===== src/rtl/md_dma_pkg.sv =====
package md_dma_pkg;
  parameter int ADDR_W    = 32;
  parameter int SIZE_W    = 16;
  parameter int CNT_W     = 8;
  parameter int OFF_W     = 16;
  parameter int IDX_W     = 10;
  parameter int LEN_W     = 11;
  parameter int MAX_DIM   = 4;
  parameter int TSZ_W     = 4;
  parameter int PRIO_W    = 2;
  parameter int DIM_SEL_W = 2;
  parameter int TSZ_LAST  = 11;
  parameter int TSZ0_BYTES = 512;

  typedef struct packed {
    logic [ADDR_W-1:0]                  base;
    logic [SIZE_W-1:0]                  size;
    logic [DIM_SEL_W-1:0]               ndim_m1;
    logic [MAX_DIM-1:1][CNT_W-1:0]      reps;
    logic [MAX_DIM-1:1][OFF_W-1:0]      step_off;
    logic                               no_inc;
    logic                               cont;
    logic [IDX_W-1:0]                   next_idx;
    logic [PRIO_W-1:0]                  prio;
    logic [TSZ_W-1:0]                   tsz;
    logic                               frz_en;
    logic [DIM_SEL_W-1:0]               frz_dim;
    logic                               msk_en;
    logic [DIM_SEL_W-1:0]               msk_dim;
  } desc_t;

  localparam int DESC_W = $bits(desc_t);

  typedef enum logic [1:0] {S_IDLE, S_WAIT, S_CMD, S_ERR} seq_st_e;

  function automatic logic tsz_reserved(input logic [TSZ_W-1:0] code);
    return code > TSZ_W'(TSZ_LAST);
  endfunction
endpackage


===== src/rtl/md_desc_table.sv =====
module md_desc_table
  import md_dma_pkg::*;
#(
  parameter int DEPTH = 8,
  localparam int AW = $clog2(DEPTH)
) (
  input  logic             clk,
  input  logic             wr_en,
  input  logic [IDX_W-1:0] wr_idx,
  input  desc_t            wr_data,
  input  logic [IDX_W-1:0] rd_a_idx,
  output desc_t            rd_a,
  input  logic [IDX_W-1:0] rd_b_idx,
  output desc_t            rd_b
);
  desc_t mem [DEPTH];
  logic  unused_hi;

  assign unused_hi = ^{wr_idx[IDX_W-1:AW], rd_a_idx[IDX_W-1:AW], rd_b_idx[IDX_W-1:AW]};

  always_ff @(posedge clk) begin
    if (wr_en) mem[wr_idx[AW-1:0]] <= wr_data;
  end

  assign rd_a = mem[rd_a_idx[AW-1:0]];
  assign rd_b = mem[rd_b_idx[AW-1:0]];
endmodule


===== src/rtl/md_chunk_calc.sv =====
module md_chunk_calc
  import md_dma_pkg::*;
(
  input  logic [TSZ_W-1:0]  tsz,
  input  logic [SIZE_W-1:0] rem,
  output logic [LEN_W-1:0]  len
);
  logic [LEN_W-1:0] limit;

  always_comb begin
    if (tsz == '0)
      limit = LEN_W'(TSZ0_BYTES);
    else if (tsz_reserved(tsz))
      limit = '0;
    else
      limit = LEN_W'(1) << (tsz - TSZ_W'(1));
    len = (rem < SIZE_W'(limit)) ? LEN_W'(rem) : limit;
  end
endmodule


===== src/rtl/md_dim_step.sv =====
module md_dim_step
  import md_dma_pkg::*;
(
  input  logic [SIZE_W-1:0]              size,
  input  logic [DIM_SEL_W-1:0]           ndim_m1,
  input  logic [MAX_DIM-1:1][CNT_W-1:0]  reps,
  input  logic [MAX_DIM-1:1][OFF_W-1:0]  step_off,
  input  logic                           no_inc,
  input  logic [SIZE_W-1:0]              rem,
  input  logic [MAX_DIM-1:1][CNT_W-1:0]  cnt,
  input  logic [ADDR_W-1:0]              addr,
  input  logic [LEN_W-1:0]               len,
  output logic [SIZE_W-1:0]              rem_n,
  output logic [MAX_DIM-1:1][CNT_W-1:0]  cnt_n,
  output logic [ADDR_W-1:0]              addr_n,
  output logic [MAX_DIM-1:0]             fin,
  output logic                           last
);
  logic [SIZE_W-1:0]  rem_after;
  logic [MAX_DIM-1:1] step;
  logic [ADDR_W-1:0]  delta;

  assign rem_after = rem - SIZE_W'(len);
  assign fin[0]    = (rem_after == '0);

  for (genvar d = 1; d < MAX_DIM; d++) begin : g_dim
    logic act;
    assign act      = (DIM_SEL_W'(d) <= ndim_m1);
    assign fin[d]   = fin[d-1] & act & (cnt[d] == '0);
    assign step[d]  = fin[d-1] & act & (cnt[d] != '0);
    assign cnt_n[d] = fin[d]  ? reps[d] :
                      step[d] ? cnt[d] - CNT_W'(1) : cnt[d];
  end

  assign last  = fin[ndim_m1];
  assign rem_n = fin[0] ? size : rem_after;

  always_comb begin
    delta = no_inc ? '0 : ADDR_W'(len);
    for (int d = 1; d < MAX_DIM; d++) begin
      if (step[d])
        delta = delta + {{(ADDR_W-OFF_W){step_off[d][OFF_W-1]}}, step_off[d]};
    end
    addr_n = addr + delta;
  end
endmodule


===== src/rtl/md_dma_seq.sv =====
module md_dma_seq
  import md_dma_pkg::*;
#(
  parameter int DEPTH = 8
) (
  input  logic              clk,
  input  logic              rst,
  input  logic              tbl_wr_en,
  input  logic [IDX_W-1:0]  tbl_wr_idx,
  input  logic [DESC_W-1:0] tbl_wr_data,
  input  logic              go_i,
  input  logic [IDX_W-1:0]  go_idx,
  input  logic              req_valid,
  output logic              req_ready,
  output logic              cmd_valid,
  input  logic              cmd_ready,
  output logic [ADDR_W-1:0] cmd_addr,
  output logic [LEN_W-1:0]  cmd_len,
  output logic [PRIO_W-1:0] cmd_prio,
  input  logic              dst_done,
  input  logic              host_release,
  output logic              busy,
  output logic              frozen,
  output logic              masked,
  output logic              err_tsz,
  output logic              err_cfg,
  output logic [IDX_W-1:0]  cur_idx
);
  seq_st_e                        st_q;
  logic [IDX_W-1:0]               idx_q;
  logic [ADDR_W-1:0]              addr_q;
  logic [SIZE_W-1:0]              rem_q;
  logic [MAX_DIM-1:1][CNT_W-1:0]  cnt_q;
  logic [LEN_W-1:0]               len_q;
  logic                           frz_q, msk_q, etsz_q, ecfg_q;

  desc_t                          cur, ld;
  logic [IDX_W-1:0]               ld_idx;
  logic [LEN_W-1:0]               chunk_len;
  logic [SIZE_W-1:0]              rem_n;
  logic [MAX_DIM-1:1][CNT_W-1:0]  cnt_n;
  logic [ADDR_W-1:0]              addr_n;
  logic [MAX_DIM-1:0]             fin;
  logic                           last;
  logic                           req_fire, cmd_fire, load_now;
  logic                           ld_tsz_bad, ld_cfg_bad;
  logic                           frz_hit, msk_hit;
  logic                           unused_fields;

  assign ld_idx = go_i ? go_idx : cur.next_idx;

  md_desc_table #(.DEPTH(DEPTH)) u_tbl (
    .clk      (clk),
    .wr_en    (tbl_wr_en),
    .wr_idx   (tbl_wr_idx),
    .wr_data  (desc_t'(tbl_wr_data)),
    .rd_a_idx (idx_q),
    .rd_a     (cur),
    .rd_b_idx (ld_idx),
    .rd_b     (ld)
  );

  md_chunk_calc u_chunk (
    .tsz (cur.tsz),
    .rem (rem_q),
    .len (chunk_len)
  );

  md_dim_step u_step (
    .size     (cur.size),
    .ndim_m1  (cur.ndim_m1),
    .reps     (cur.reps),
    .step_off (cur.step_off),
    .no_inc   (cur.no_inc),
    .rem      (rem_q),
    .cnt      (cnt_q),
    .addr     (addr_q),
    .len      (len_q),
    .rem_n    (rem_n),
    .cnt_n    (cnt_n),
    .addr_n   (addr_n),
    .fin      (fin),
    .last     (last)
  );

  assign unused_fields = ^{cur.base, ld.step_off, ld.no_inc, ld.prio,
                           ld.frz_en, ld.frz_dim, ld.msk_en, ld.msk_dim};

  assign req_ready = (st_q == S_WAIT) && !frz_q && !msk_q;
  assign req_fire  = req_valid && req_ready;
  assign cmd_valid = (st_q == S_CMD);
  assign cmd_fire  = cmd_valid && cmd_ready;
  assign load_now  = go_i || (cmd_fire && last && cur.cont);

  assign ld_tsz_bad = tsz_reserved(ld.tsz);
  assign ld_cfg_bad = (ld.size == '0) ||
                      ((ld.ndim_m1 == DIM_SEL_W'(MAX_DIM-1)) && ld.cont && (ld.next_idx == ld_idx));

  assign frz_hit = cmd_fire && cur.frz_en && fin[cur.frz_dim];
  assign msk_hit = cmd_fire && cur.msk_en && fin[cur.msk_dim];

  always_ff @(posedge clk) begin
    if (rst) begin
      st_q   <= S_IDLE;
      idx_q  <= '0;
      addr_q <= '0;
      rem_q  <= '0;
      cnt_q  <= '0;
      len_q  <= '0;
      frz_q  <= 1'b0;
      msk_q  <= 1'b0;
      etsz_q <= 1'b0;
      ecfg_q <= 1'b0;
    end else begin
      if (host_release) frz_q <= 1'b0;
      if (dst_done)     msk_q <= 1'b0;
      if (frz_hit)      frz_q <= 1'b1;
      if (msk_hit)      msk_q <= 1'b1;

      case (st_q)
        S_WAIT: begin
          if (req_fire) begin
            len_q <= chunk_len;
            st_q  <= S_CMD;
          end
        end
        S_CMD: begin
          if (cmd_ready) begin
            rem_q  <= rem_n;
            cnt_q  <= cnt_n;
            addr_q <= addr_n;
            st_q   <= last ? S_IDLE : S_WAIT;
          end
        end
        default: ;
      endcase

      if (load_now) begin
        idx_q  <= ld_idx;
        addr_q <= ld.base;
        rem_q  <= ld.size;
        cnt_q  <= ld.reps;
        etsz_q <= ld_tsz_bad;
        ecfg_q <= ld_cfg_bad;
        st_q   <= (ld_tsz_bad || ld_cfg_bad) ? S_ERR : S_WAIT;
      end

      if (go_i) begin
        frz_q <= 1'b0;
        msk_q <= 1'b0;
      end
    end
  end

  assign cmd_addr = addr_q;
  assign cmd_len  = len_q;
  assign cmd_prio = cur.prio;
  assign busy     = (st_q == S_WAIT) || (st_q == S_CMD);
  assign frozen   = frz_q;
  assign masked   = msk_q;
  assign err_tsz  = etsz_q;
  assign err_cfg  = ecfg_q;
  assign cur_idx  = idx_q;
endmodule


===== config.mk =====
export PLATFORM = sky130hd
export DESIGN_NAME = md_dma_seq
export DESIGN_NICKNAME = d
export VERILOG_FILES = /design/src/rtl/md_dma_pkg.sv /design/src/rtl/md_desc_table.sv /design/src/rtl/md_chunk_calc.sv /design/src/rtl/md_dim_step.sv /design/src/rtl/md_dma_seq.sv
export SDC_FILE = /design/constraint.sdc
export NUM_CORES = 2
export LEC_CHECK = 0
export BUFFER_PORTS_ARGS = -buffer_cell sky130_fd_sc_hd__buf_2
export CORE_UTILIZATION = 30
export CTS_BUF_LIST = sky130_fd_sc_hd__clkbuf_8
export CTS_CLUSTER_SIZE = 30
export DETAILED_ROUTE_END_ITERATION = 7
export GPL_TIMING_DRIVEN = 0
export PLACE_DENSITY = 0.53
export SLEW_MARGIN = 20
export SYNTH_ARGS = -nofsm -noshare
export SYNTH_HDL_FRONTEND = slang
export SYNTH_HIERARCHICAL = 1
export SYNTH_SLANG_ARGS = --single-unit

===== constraint.sdc =====
create_clock -name clk -period 18.2 [get_ports clk]
set_input_delay 0.91 -clock clk [delete_from_list [all_inputs] [get_ports clk]]
set_output_delay 0.91 -clock clk [all_outputs]
set_load 0.05 [all_outputs]

======== Word-level counts from Yosys, hierarchy flattened ========
Memories as Yosys holds them, arrays and structs flattened. A register that Yosys moved wholly into a read port is not among the register bits.
Index checks and enable logic that the tools add are counted.
storage, ports and cells
  bits in registers ....................... 99
  memory bits (writable) .................. 1168
  bits of input ports ..................... 174
  output and inout bits ................... 62
  word-level logic and storage cells ...... 133
  memories kept ........................... 1
cells by class
  $add $sub $neg .......................... 9
  $lt $le $gt $ge ......................... 9
  eq/ne operators ......................... 6
  shifts and indexed selects .............. 1
  muxes and demuxes ....................... 44
  bitwise gates (word level) .............. 9
  reductions and logical operators ........ 42
memory list
  name       words  bits a word  rd ports  clocked after memory_dff  wr ports  line                 text
  u_tbl.mem  8      146          2         1                         1         md_desc_table.sv:16  desc_t mem [DEPTH];
operators by type and width
  operator              number
  $mux 32               6
  $add 32x32->32        4
  $mux 24               3
  $mux 16               4
  $mux 8                6
  $mux 11               4
  $logic_not 16->1      2
  $logic_not 8->1       3
  $reduce_bool 8->1     3
  $sub 8x1->8 const B   3
  $lt 16x11->1          1
  $sub 16x11->16        1
  $logic_and 1x1->1     12
  $reduce_and 3->1      4
  $reduce_bool 3->1     4
  $shl 1x4->11 const A  1
  $eq 10x10->1          1
  $mux 1                10
  $mux 10               1
  $and 1x1->1           9
  $lt 2x3->1 const B    3
  $gt 4x4->1 const B    2
  $mux 2                4
  $reduce_bool 2->1     4
  other kinds (15)      25

======== Longest topological paths before layout ========
  depth in word-level cells ............... 15
  mapped depth ............................ 49
  mapped depth without buffers ............ 46

======== Modules after synthesis ========
Netlist, hierarchy kept.
by module, submodules not included
  module         instances  cells each  area each (sq um)  seq. area each (sq um)
  md_desc_table  1          2219        54128.2            35073.6
  md_dim_step    1          1103        7738.7             0.0
  md_dma_seq     1          566         4499.3             1981.9
  md_chunk_calc  1          64          514.2              0.0

======== Least setup slack after synthesis ========
No wires, ideal clock.
  path type ............................... input -> register
  start ................................... in tbl_wr_idx[0]
  end ..................................... mem u_tbl/mem[0][0] (netlist name) (enable)
  setup time .............................. 0.832 ns
  data arrival time ....................... 10.973 ns
  data required time ...................... 17.368 ns
  slack ................................... 6.395 ns
  stages on the path ...................... 1
  path buffers ............................ 0
  cell sequence ........................... nor3_1
RTL lines
  item         line                 text
  from (decl)  md_dma_seq.sv:9      input logic [IDX_W-1:0] tbl_wr_idx,
  to (decl)    md_desc_table.sv:16
Straight into the memory's write port.

==> metrics <==
Total Routing Usage GR 17.2%; pre-CTS setup slack 5.25 ns; via density per instance 5.10; die area 0.206 mm2; clk sinks 1,267; post-CTS resize count 0; syn_nets 3,952; DRT iter0 DRCs 2,528; commonest non-fill, non-tap cell in the layout edfxtp_1; worst path arrival time 13.80 ns; worst-margin pin slew 1.09 ns; chip width 453 um; Slowest-stage cell, CP clkbuf_1; PD cells 95.3 mW/mm2; Ys Warns 6; commonest cells after routing, fill and taps aside edfxtp_1, nand2_1, buf_2, mux4_1, mux2_2; clk buf depth 3; Final ANT Viol Nets 0; port buffer count 226; largest stage delay on the critical path 0.84 ns; Max Freq 0.0772 GHz; final setup violating endpoints 0; hpwl dp 129,000 um; largest net degree at the start of global routing 20; Via Count 35,800; initial core utilization 30.2%; RSZ-0062 raised after global routing no; most frequent CP cell a21oi_1; slew margin rel. 27.6%; core box area 0.202 mm2; Setup crit start kind flip-flop; status finished, final reports clean; Post-Syn Area 0.0611 mm2; final setup TNS 0 ns; placed cell area 0.0673 mm2; Nets 4,483; top-level I/O count 236; layout overhead on the synthesized area 16.4%; Post-Place Cells 6,641; global-route wire length before repair 256,000 um; Leakage 25.2 nW; HP Class in -> reg; Die Y 453 um; DRC viols 0; postcts setup bufs 0; Core Util, Final 35.2%; final instance area 0.0712 mm2; CTS tree yes; ratio of cells with drive above 1 in the final layout 25.3%; fin crit period 12.95 ns; row count 165; Max-Cap Viols 0; Finished Layout Cells 7,019; Avg WL per Cell 25.3 um; CTS clock-pin slew for the worst setup and hold paths 0.07 ns; worst skew pair latency 0.95 ns; Final Max Slew Viols 0; Detailed Route WL 178,000 um; CP Max Fanout 10; htree depth 4; first-pass iteration count of the detailed router 5; Syn Area/Cell 16.8 um2; final worst slack 5.25 ns; reg-to-reg setup timing slack 5.25 ns; Layout Skew 0.0380 ns; Worst Path Required 19.05 ns; antenna violations before repair 76; Hold Buf Count CTS 0; Worst IR Drop VDD 0.0880 mV; crit end category flip-flop; GRT overflow 0; Crit Path Class reg -> reg; final period utilization 71.2%; placer congestion estimate 0.891; Post-Synthesis Cells 3,639; vias in the first global route 36,300; CTS root buffer clkbuf_8; Hold Vio Cnt, Final 0; Inserted Clock Buffers 199
worst max-delay path, delay by kind of cell (launching register included):
kind	cells	cell delay, ns
buffers and inverters	3	1.80
adders and majority gates	4	1.40
muxes	2	0.79
and+or+nand+nor	13	3.02
DFF	1	0.53
xor gates and xnor gates	4	0.75
AOI/OAI and AO/OA	21	4.55
metal layers:
metal	track usage, %	vias to the layer above	routed length (um)
met4	6.58	72	6110
met3	3.87	357	9990
met1	21.8	18400	74700
li1	-	16000	-
met2	28.5	941	86400
met5	0	-	482
flip-flops by register name (all words and copies together), names as in the netlist:
| register | cells |
|---|---|
| st_q | 2 |
| cmd_len | 11 |
| err_tsz | 1 |
| cnt_q | 24 |
| err_cfg | 1 |
| rem_q | 16 |
| frozen | 1 |
| masked | 1 |
| cmd_addr | 32 |
| cur_idx | 10 |
| u_tbl/mem | 1168 |
path summary, 6_finish.rpt:
path / from / cells after the start / endpoint
max: cur_idx[2]$_SDFFE_PP0N_ / 47 / cmd_addr[31]$_SDFFE_PP0P_
min: tbl_wr_data[102] / 1 / u_tbl/mem[1][102]$_DFFE_PP_
max reg2reg: cur_idx[2]$_SDFFE_PP0N_ / 47 / cmd_addr[31]$_SDFFE_PP0P_
min reg2reg: cmd_len[10]$_SDFFE_PP0P_ / 2 / cmd_len[10]$_SDFFE_PP0P_
report_power, final:
group,switching [mW],total (mW),internal [mW]
combinational,0.627,1.09,0.461
sequential,0.0481,3.34,3.29
clock,1.16,2.35,1.19
through the flow:
stage          total power, mW  hold slack [ns]
2_1_floorplan             4.12            0.488
3_3_place_gp              4.49            0.459
3_5_place_dp              4.49            0.465
4_1_cts                   6.85            0.113
5_1_grt                   7.04            0.179
6_report                  6.78            0.229
area by class of cell:
class | count | area, um2
timing repair buffer | 330 | 2750
clock inverter | 161 | 1030
tap | 2672 | 3340
multi-input combinational | 2085 | 22500
sequential | 1267 | 37100
antenna | 11 | 27.5
buffer | 203 | 1350
clock buffer | 206 | 2840
fill | 19300 | 131000
inverter | 84 | 315
Power figures use the tool's default switching activity.
